<file path="src/rtl/dispatch_pkg.sv">
// Package: shared sizes for the dual dispatcher.
// Assumes five rename classes in a fixed bit order: general, floating,
// condition, link, count.
package dispatch_pkg;
    localparam int NCLS     = 5;
    localparam int CLS_GPR  = 0;
    localparam int CLS_FPR  = 1;
    localparam int CLS_CR   = 2;
    localparam int CLS_LR   = 3;
    localparam int CLS_CTR  = 4;
    localparam int GPR_TAGS = 6;
    localparam int FPR_TAGS = 6;
    localparam int PMAX     = (GPR_TAGS > FPR_TAGS) ? GPR_TAGS : FPR_TAGS;
    localparam int TAGW     = $clog2(PMAX);
    localparam int CNTW     = $clog2(PMAX + 1);

    // Number of tags held by the pool of class c.
    function automatic int pool_depth(input int c);
        if (c == CLS_GPR) return GPR_TAGS;
        if (c == CLS_FPR) return FPR_TAGS;
        return 1;
    endfunction
endpackage

</file>
<file path="src/rtl/rename_pool.sv">
// Module: free list for one rename class.
// Gives out the lowest free tag to the older slot and the next free tag to the
// younger slot. Released tags become free from the following cycle.
// Assumes the requester never takes more tags than free_cnt reports.
module rename_pool #(
    parameter int DEPTH = 6,
    parameter int TAGW  = 3,
    parameter int CNTW  = 3
) (
    input  logic             clk,
    input  logic             rst_n,
    input  logic             take0,
    input  logic             take1,
    input  logic [DEPTH-1:0] rel,
    output logic [CNTW-1:0]  free_cnt,
    output logic [TAGW-1:0]  tag_s0,
    output logic [TAGW-1:0]  tag_s1
);
    logic [DEPTH-1:0] free_q;
    logic [DEPTH-1:0] clr;
    logic [TAGW-1:0]  first_t;
    logic [TAGW-1:0]  second_t;
    logic             got0;
    logic             got1;

    // Find the first two free tags and count the free ones.
    always_comb begin
        first_t  = '0;
        second_t = '0;
        got0     = 1'b0;
        got1     = 1'b0;
        free_cnt = '0;
        for (int i = 0; i < DEPTH; i++) begin
            if (free_q[i]) begin
                free_cnt = free_cnt + CNTW'(1);
                if (!got0) begin
                    first_t = TAGW'(i);
                    got0    = 1'b1;
                end else if (!got1) begin
                    second_t = TAGW'(i);
                    got1     = 1'b1;
                end
            end
        end
    end

    assign tag_s0 = first_t;
    assign tag_s1 = take0 ? second_t : first_t;

    // Build the mask of tags consumed this cycle.
    always_comb begin
        for (int i = 0; i < DEPTH; i++) begin
            clr[i] = (take0 && (tag_s0 == TAGW'(i))) ||
                     (take1 && (tag_s1 == TAGW'(i)));
        end
    end

    // Update the free bitmap: consume grants, return releases.
    always_ff @(posedge clk) begin
        if (!rst_n) free_q <= '1;
        else        free_q <= (free_q & ~clr) | rel;
    end
endmodule

</file>
<file path="src/rtl/cq_alloc.sv">
// Module: completion-queue slot allocator.
// Tracks the tail index and the occupancy of a circular queue. Up to two
// entries are taken and any number are retired per cycle; retirement is
// limited to the occupancy held before this cycle's allocation.
module cq_alloc #(
    parameter int DEPTH = 6,
    parameter int IW    = 3,
    parameter int CW    = 3
) (
    input  logic          clk,
    input  logic          rst_n,
    input  logic [1:0]    take_cnt,
    input  logic [1:0]    retire,
    output logic [IW-1:0] idx0,
    output logic [IW-1:0] idx1,
    output logic [CW-1:0] free_cnt
);
    logic [IW-1:0] tail_q;
    logic [CW-1:0] occ_q;
    logic [CW-1:0] ret_eff;
    int            tail_sum;

    // Indices handed to the two slots; the second one wraps.
    assign idx0     = tail_q;
    assign idx1     = (tail_q == IW'(DEPTH - 1)) ? '0 : tail_q + IW'(1);
    assign free_cnt = CW'(DEPTH) - occ_q;

    // Clip the retire count and work out the advanced tail.
    always_comb begin
        ret_eff  = (CW'(retire) > occ_q) ? occ_q : CW'(retire);
        tail_sum = int'(tail_q) + int'(take_cnt);
        if (tail_sum >= DEPTH) tail_sum = tail_sum - DEPTH;
    end

    // Register tail and occupancy.
    always_ff @(posedge clk) begin
        if (!rst_n) begin
            tail_q <= '0;
            occ_q  <= '0;
        end else begin
            tail_q <= IW'(tail_sum);
            occ_q  <= occ_q - ret_eff + CW'(take_cnt);
        end
    end
endmodule

</file>
<file path="src/rtl/dispatch_arbiter.sv">
// Module: per-cycle dispatch decision.
// Grants the older slot when its unit, every needed rename pool and one
// completion entry are available; grants the younger slot only on top of
// that, on a different unit, with combined pool demand and two entries.
module dispatch_arbiter #(
    parameter int NUM_UNITS = 4,
    parameter int UW        = 2,
    parameter int NCLS      = 5,
    parameter int CNTW      = 3,
    parameter int CQCW      = 3
) (
    input  logic                 flush,
    input  logic [1:0]           vld,
    input  logic [UW-1:0]        unit0,
    input  logic [UW-1:0]        unit1,
    input  logic [NCLS-1:0]      dst0,
    input  logic [NCLS-1:0]      dst1,
    input  logic [NUM_UNITS-1:0] unit_free,
    input  logic [NCLS*CNTW-1:0] pool_free,
    input  logic [CQCW-1:0]      cq_free,
    output logic                 go0,
    output logic                 go1
);
    logic [NCLS-1:0] ok_old;
    logic [NCLS-1:0] ok_pair;

    // Per-class checks: alone for the older slot, summed for the pair.
    for (genvar c = 0; c < NCLS; c++) begin : g_cls
        logic [CNTW-1:0] avail;
        logic [CNTW-1:0] need;
        assign avail      = pool_free[c*CNTW +: CNTW];
        assign need       = CNTW'(dst0[c]) + CNTW'(dst1[c]);
        assign ok_old[c]  = !dst0[c] || (avail != '0);
        assign ok_pair[c] = need <= avail;
    end

    // In-order grant: the younger slot rides on the older one.
    always_comb begin
        go0 = !flush && vld[0] && unit_free[unit0] && (&ok_old) &&
              (cq_free >= CQCW'(1));
        go1 = go0 && vld[1] && unit_free[unit1] && (unit1 != unit0) &&
              (&ok_pair) && (cq_free >= CQCW'(2));
    end
endmodule

</file>
<file path="src/rtl/dual_dispatch.sv">
// Module: two-wide dispatch with unit, rename and completion gating (top).
// Decides the grants, allocates rename tags from per-class pools and
// completion-queue indices in the same cycle, and presents them on the outputs.
// Assumes NUM_UNITS is a power of two and the queue presents its oldest
// instruction in slot 0.
module dual_dispatch
    import dispatch_pkg::*;
#(
    parameter int NUM_UNITS = 4,
    parameter int CQ_DEPTH  = 6,
    localparam int UW       = $clog2(NUM_UNITS),
    localparam int CQIW     = $clog2(CQ_DEPTH),
    localparam int CQCW     = $clog2(CQ_DEPTH + 1)
) (
    input  logic                   clk,
    input  logic                   rst_n,
    input  logic                   flush,
    input  logic [1:0]             iq_vld,
    input  logic [2*UW-1:0]        iq_unit,
    input  logic [2*NCLS-1:0]      iq_dst,
    input  logic [NUM_UNITS-1:0]   unit_free,
    input  logic [NCLS*PMAX-1:0]   rel_mask,
    input  logic [1:0]             cq_retire,
    output logic [1:0]             disp_vld,
    output logic [2*NCLS*TAGW-1:0] disp_tag,
    output logic [2*CQIW-1:0]      disp_cq_idx
);
    logic [NCLS-1:0]      dst0;
    logic [NCLS-1:0]      dst1;
    logic [NCLS*CNTW-1:0] pool_free;
    logic [CQCW-1:0]      cq_free;
    logic [CQIW-1:0]      cq_i0;
    logic [CQIW-1:0]      cq_i1;
    logic                 go0;
    logic                 go1;
    logic [1:0]           take_cnt;

    assign dst0 = iq_dst[NCLS-1:0];
    assign dst1 = iq_dst[2*NCLS-1:NCLS];

    dispatch_arbiter #(
        .NUM_UNITS (NUM_UNITS),
        .UW        (UW),
        .NCLS      (NCLS),
        .CNTW      (CNTW),
        .CQCW      (CQCW)
    ) u_arb (
        .flush     (flush),
        .vld       (iq_vld),
        .unit0     (iq_unit[UW-1:0]),
        .unit1     (iq_unit[2*UW-1:UW]),
        .dst0      (dst0),
        .dst1      (dst1),
        .unit_free (unit_free),
        .pool_free (pool_free),
        .cq_free   (cq_free),
        .go0       (go0),
        .go1       (go1)
    );

    // One free list per rename class, sized from the package.
    for (genvar c = 0; c < NCLS; c++) begin : g_pool
        localparam int DEPTH = pool_depth(c);
        logic            take0;
        logic            take1;
        logic [TAGW-1:0] t0;
        logic [TAGW-1:0] t1;
        assign take0 = go0 && dst0[c];
        assign take1 = go1 && dst1[c];
        rename_pool #(
            .DEPTH    (DEPTH),
            .TAGW     (TAGW),
            .CNTW     (CNTW)
        ) u_pool (
            .clk      (clk),
            .rst_n    (rst_n),
            .take0    (take0),
            .take1    (take1),
            .rel      (rel_mask[c*PMAX +: DEPTH]),
            .free_cnt (pool_free[c*CNTW +: CNTW]),
            .tag_s0   (t0),
            .tag_s1   (t1)
        );
        assign disp_tag[c*TAGW +: TAGW]        = take0 ? t0 : '0;
        assign disp_tag[(NCLS+c)*TAGW +: TAGW] = take1 ? t1 : '0;
    end

    assign take_cnt = {1'b0, go0} + {1'b0, go1};

    cq_alloc #(
        .DEPTH    (CQ_DEPTH),
        .IW       (CQIW),
        .CW       (CQCW)
    ) u_cq (
        .clk      (clk),
        .rst_n    (rst_n),
        .take_cnt (take_cnt),
        .retire   (cq_retire),
        .idx0     (cq_i0),
        .idx1     (cq_i1),
        .free_cnt (cq_free)
    );

    assign disp_vld    = {go1, go0};
    assign disp_cq_idx = {go1 ? cq_i1 : '0, go0 ? cq_i0 : '0};
endmodule

</file>
<file path="config.mk">
export PLATFORM = sky130hd
export DESIGN_NAME = dual_dispatch
export DESIGN_NICKNAME = d
export VERILOG_FILES = /design/src/rtl/dispatch_pkg.sv /design/src/rtl/rename_pool.sv /design/src/rtl/cq_alloc.sv /design/src/rtl/dispatch_arbiter.sv /design/src/rtl/dual_dispatch.sv
export SDC_FILE = /design/constraint.sdc
export NUM_CORES = 1
export LEC_CHECK = 0
export ABC_AREA = 1
export ABC_CLOCK_PERIOD_IN_PS = 7100
export BUFFER_PORTS_ARGS = -buffer_cell sky130_fd_sc_hd__buf_4
export CAP_MARGIN = 25
export CORE_MARGIN = 5
export CORE_UTILIZATION = 30
export DETAILED_ROUTE_END_ITERATION = 10
export SLEW_MARGIN = 5
export SYNTH_ARGS = -nofsm -noshare
export SYNTH_HDL_FRONTEND = slang
export SYNTH_SLANG_ARGS = --single-unit
export TNS_END_PERCENT = 1
</file>
<file path="constraint.sdc">
create_clock -name clk -period 7.1 [get_ports clk]
set_input_delay 1.42 -clock clk [delete_from_list [all_inputs] [get_ports clk]]
set_output_delay 1.42 -clock clk [all_outputs]
set_load 0.02 [all_outputs]
</file>
==> metrics.cfg <==
[run_status]
status = finished clean

[die]
start_util_pct = 30.3
rows = 38
fp.dieH_um = 114
coreArea_um2 = 10700
dieArea_um2 = 13000
die_w_um = 114
io_pins = 93

[sta]
finalCriticalPeriod_ns = 5.87
setup_viol = 0
final_hold_viol_count = 0
slew_headroom_pct = 63.1
period_share_pct = 82.7
rsz0062_at_grt = false
max_freq_mhz = 170
worstMarginPinSlew_ns = 0.550
fin_skew_ns = 0.0156
slew_viol_final = 0
tns_ns = 0

[yosys]
yosys.area_share.xor_xnor_pct = 2.96
yosysWarnings = 0
synth_cell_types = 47
synth_area_leaders = nand2_1, dfxtp_1, ha_1, inv_1, nor2_1
synthSimpleGateAreaFrac_pct = 41.8
yosysMostFrequentCell = nand2_1
yosysSeqAreaShare_pct = 12.9
synth_top_area_share_pct = 15.4
synth_top_family_by_area = simple AND/OR/NAND/NOR gates
synth_commonest_cells = nand2_1, inv_1, nor2_1, ha_1, nand3_1
synthArstFlopShare_pct = 0
ys_ff_latch = 21
syn_area_um2 = 3260
synthFlopType = dfxtp_1
muxShareOfSynthArea_pct = 0
synth_top_area_cell = nand2_1
synth_cells = 517
synth-compound-area-share_pct = 11.2
synth_edf_count = 0
avgSynthCellArea_um2 = 6.30
synth-adder-area-share_pct = 14.7

[global_routing]
grt_antenna_before_repair = 0
grt_pass1_wl_mm = 13.9
grt_max_degree = 18
grt_overflow = 0
grt_usage_pct = 12.7
grt_pass1_vias = 3097

[final_layout]
nNetsFinal = 660
utilization_pct = 35.2
syn2layout_area_growth_pct = 15.9
layout-drive-gt1-share_pct = 21.8
fillers = 1199
num_antenna_cells = 0
seq_area_um2 = 420
layout.cells.non_filler = 708
multi_input_area_um2 = 2370

[drt]
wl_met3_um = 428
wl_met1_mm = 3.67
wl_per_cell_um = 11.4
num_vias = 3220
routed.top_layer = met4
drtIter0Drc = 103
drc = 0
postRouteAntennaNets = 0
dr_wl_met2_mm = 3.91
first_pass_iters = 4
drt_wl_total_mm = 8.10
vias_per_cell = 4.55

[worst_setup_path]
cp_num_cells = 27
worst-path-buf-inv = 7
r2r_cells = 32
worstReg2RegStart = g_pool[1].u_pool.free_q[1]$_SDFF_PN1_
end_kind = output pin
worstPathRequired_ns = 5.68
worst_path_largest_cell_delay_ns = 0.39
startpoint_type = flip-flop
r2r_slack_ns = 1.82
crit_start = g_pool[1].u_pool.free_q[1]$_SDFF_PN1_
path_class = reg2out
cp_max_fo = 8
crit_end = disp_tag[18]
r2r-end = u_cq.occ_q[2]$_SDFF_PN0_
crit_family = simple AND/OR/NAND/NOR gates
crit_path_top_delay_cell = dfxtp_1
cp_data_arrival_time_ns = 4.45

[power]
p_int_w = 0.000244
finalPower_w = 0.000413
power_density_nw_per_um2 = 109
p_sw_w = 0.000169
clkPwrFrac_pct = 21.4
p_leak_nw = 2.06
sw_frac_of_total_pct = 40.8
p_seq_share_pct = 33.6
ir_drop_uv = 71.7
power_frac_comb_pct = 45.0

[hold_path]
min_path_type = reg2reg

[cts]
cts_tree = built
cts-root-buf = clkbuf_8
cts_setup_buffers = 0
cts.sinks = 21
insertion_delay_ns = 0.28
post_cts_resized = 0
clk_pin_slew_ns = 0.10
htree_levels = 1
postCtsHoldBufs = 0
cts.path.max_buffers = 2
cts_buffers = 3

[placement]
port_buffers = 59
dp_hpwl_mm = 6.94
dp.cells = 704
place_congestion = 0.820

[job]
drv_cap = 0

kinds of logic (layout without fill, tap and decap cells):
group,after synthesis,after routing
compound gates,59,59
fa+ha+maj,36,36
flops,21,21
simple gates,275,275
other cells,1,18
xor+xnor,11,11
buf+inv,114,148
worst min path at each step:
stage / cells past startpoint / from / slack, ns / endpoint
2_1_floorplan: 2 / g_pool[3].u_pool.free_q$_SDFF_PN1_ / 0.46 / g_pool[3].u_pool.free_q$_SDFF_PN1_
3_5_place_dp: 2 / g_pool[4].u_pool.free_q$_SDFF_PN1_ / 0.49 / g_pool[4].u_pool.free_q$_SDFF_PN1_
4_1_cts: 2 / g_pool[4].u_pool.free_q$_SDFF_PN1_ / 0.51 / g_pool[4].u_pool.free_q$_SDFF_PN1_
5_1_grt: 2 / g_pool[4].u_pool.free_q$_SDFF_PN1_ / 0.54 / g_pool[4].u_pool.free_q$_SDFF_PN1_
6_report: 2 / g_pool[2].u_pool.free_q$_SDFF_PN1_ / 0.51 / g_pool[2].u_pool.free_q$_SDFF_PN1_
3_3_place_gp: 2 / g_pool[4].u_pool.free_q$_SDFF_PN1_ / 0.48 / g_pool[4].u_pool.free_q$_SDFF_PN1_
worst min-delay path, cell delays in order, from the launching register on:
cell      delay (ns)
dfxtp_1         0.34
o221ai_1        0.07
nand2_1         0.05
power groups by stage:
stage	registers [W]	clock network, W	logic (W)
2_1_floorplan	0.000139	0	0.000150
3_3_place_gp	0.000141	0	0.000182
3_5_place_dp	0.000142	0	0.000189
4_1_cts	0.000139	0.0000927	0.000190
5_1_grt	0.000141	0.0000966	0.000220
6_report	0.000139	0.0000884	0.000186
flip-flops by register name, indices dropped and copies added (netlist names):
signal,count
g_pool.u_pool.free_q,15
u_cq.occ_q,3
u_cq.idx0,3
cells in the final DEF, fill, tap and decap left out, types with 5 or more instances in the layout:
master	synthesis	routed
buf_4	23	59
a21oi_1	17	17
inv_1	79	79
o21ai_0	18	18
nand2_2	16	16
nor2_2	8	8
nand2_1	134	134
nand3_2	11	11
conb_1	1	18
xor2_1	7	7
nor2_1	51	51
nand3_1	31	31
dfxtp_1	21	21
ha_1	32	32
inv_2	5	5
routing by layer:
layer	GRT usage, %	vias up
met5	0	-
li1	-	1689
met4	2.22	0
met1	16.2	1456
met3	2.54	8
met2	22.2	67
final cells by class:
class | count | area share (%)
Clock buffer | 3 | 1.09
Clock inverter | 1 | 0.199
Inverter | 85 | 8.45
Multi-Input combinational cell | 399 | 62.8
Sequential cell | 21 | 11.1
Tap cell | 140 | 4.64
Timing Repair Buffer | 59 | 11.7
per-stage QoR:
step / hold slack [ns] / cell area (um^2) / setup WS, ns
after floorplan: 0.465 / 3320 / 1.78
after global placement: 0.476 / 3730 / 1.57
after detailed placement: 0.489 / 3730 / 1.51
after CTS: 0.508 / 3780 / 1.17
after global routing: 0.542 / 3780 / 0.771
final: 0.507 / 3780 / 1.23
Note: power is estimated with default switching activity, not from simulation.
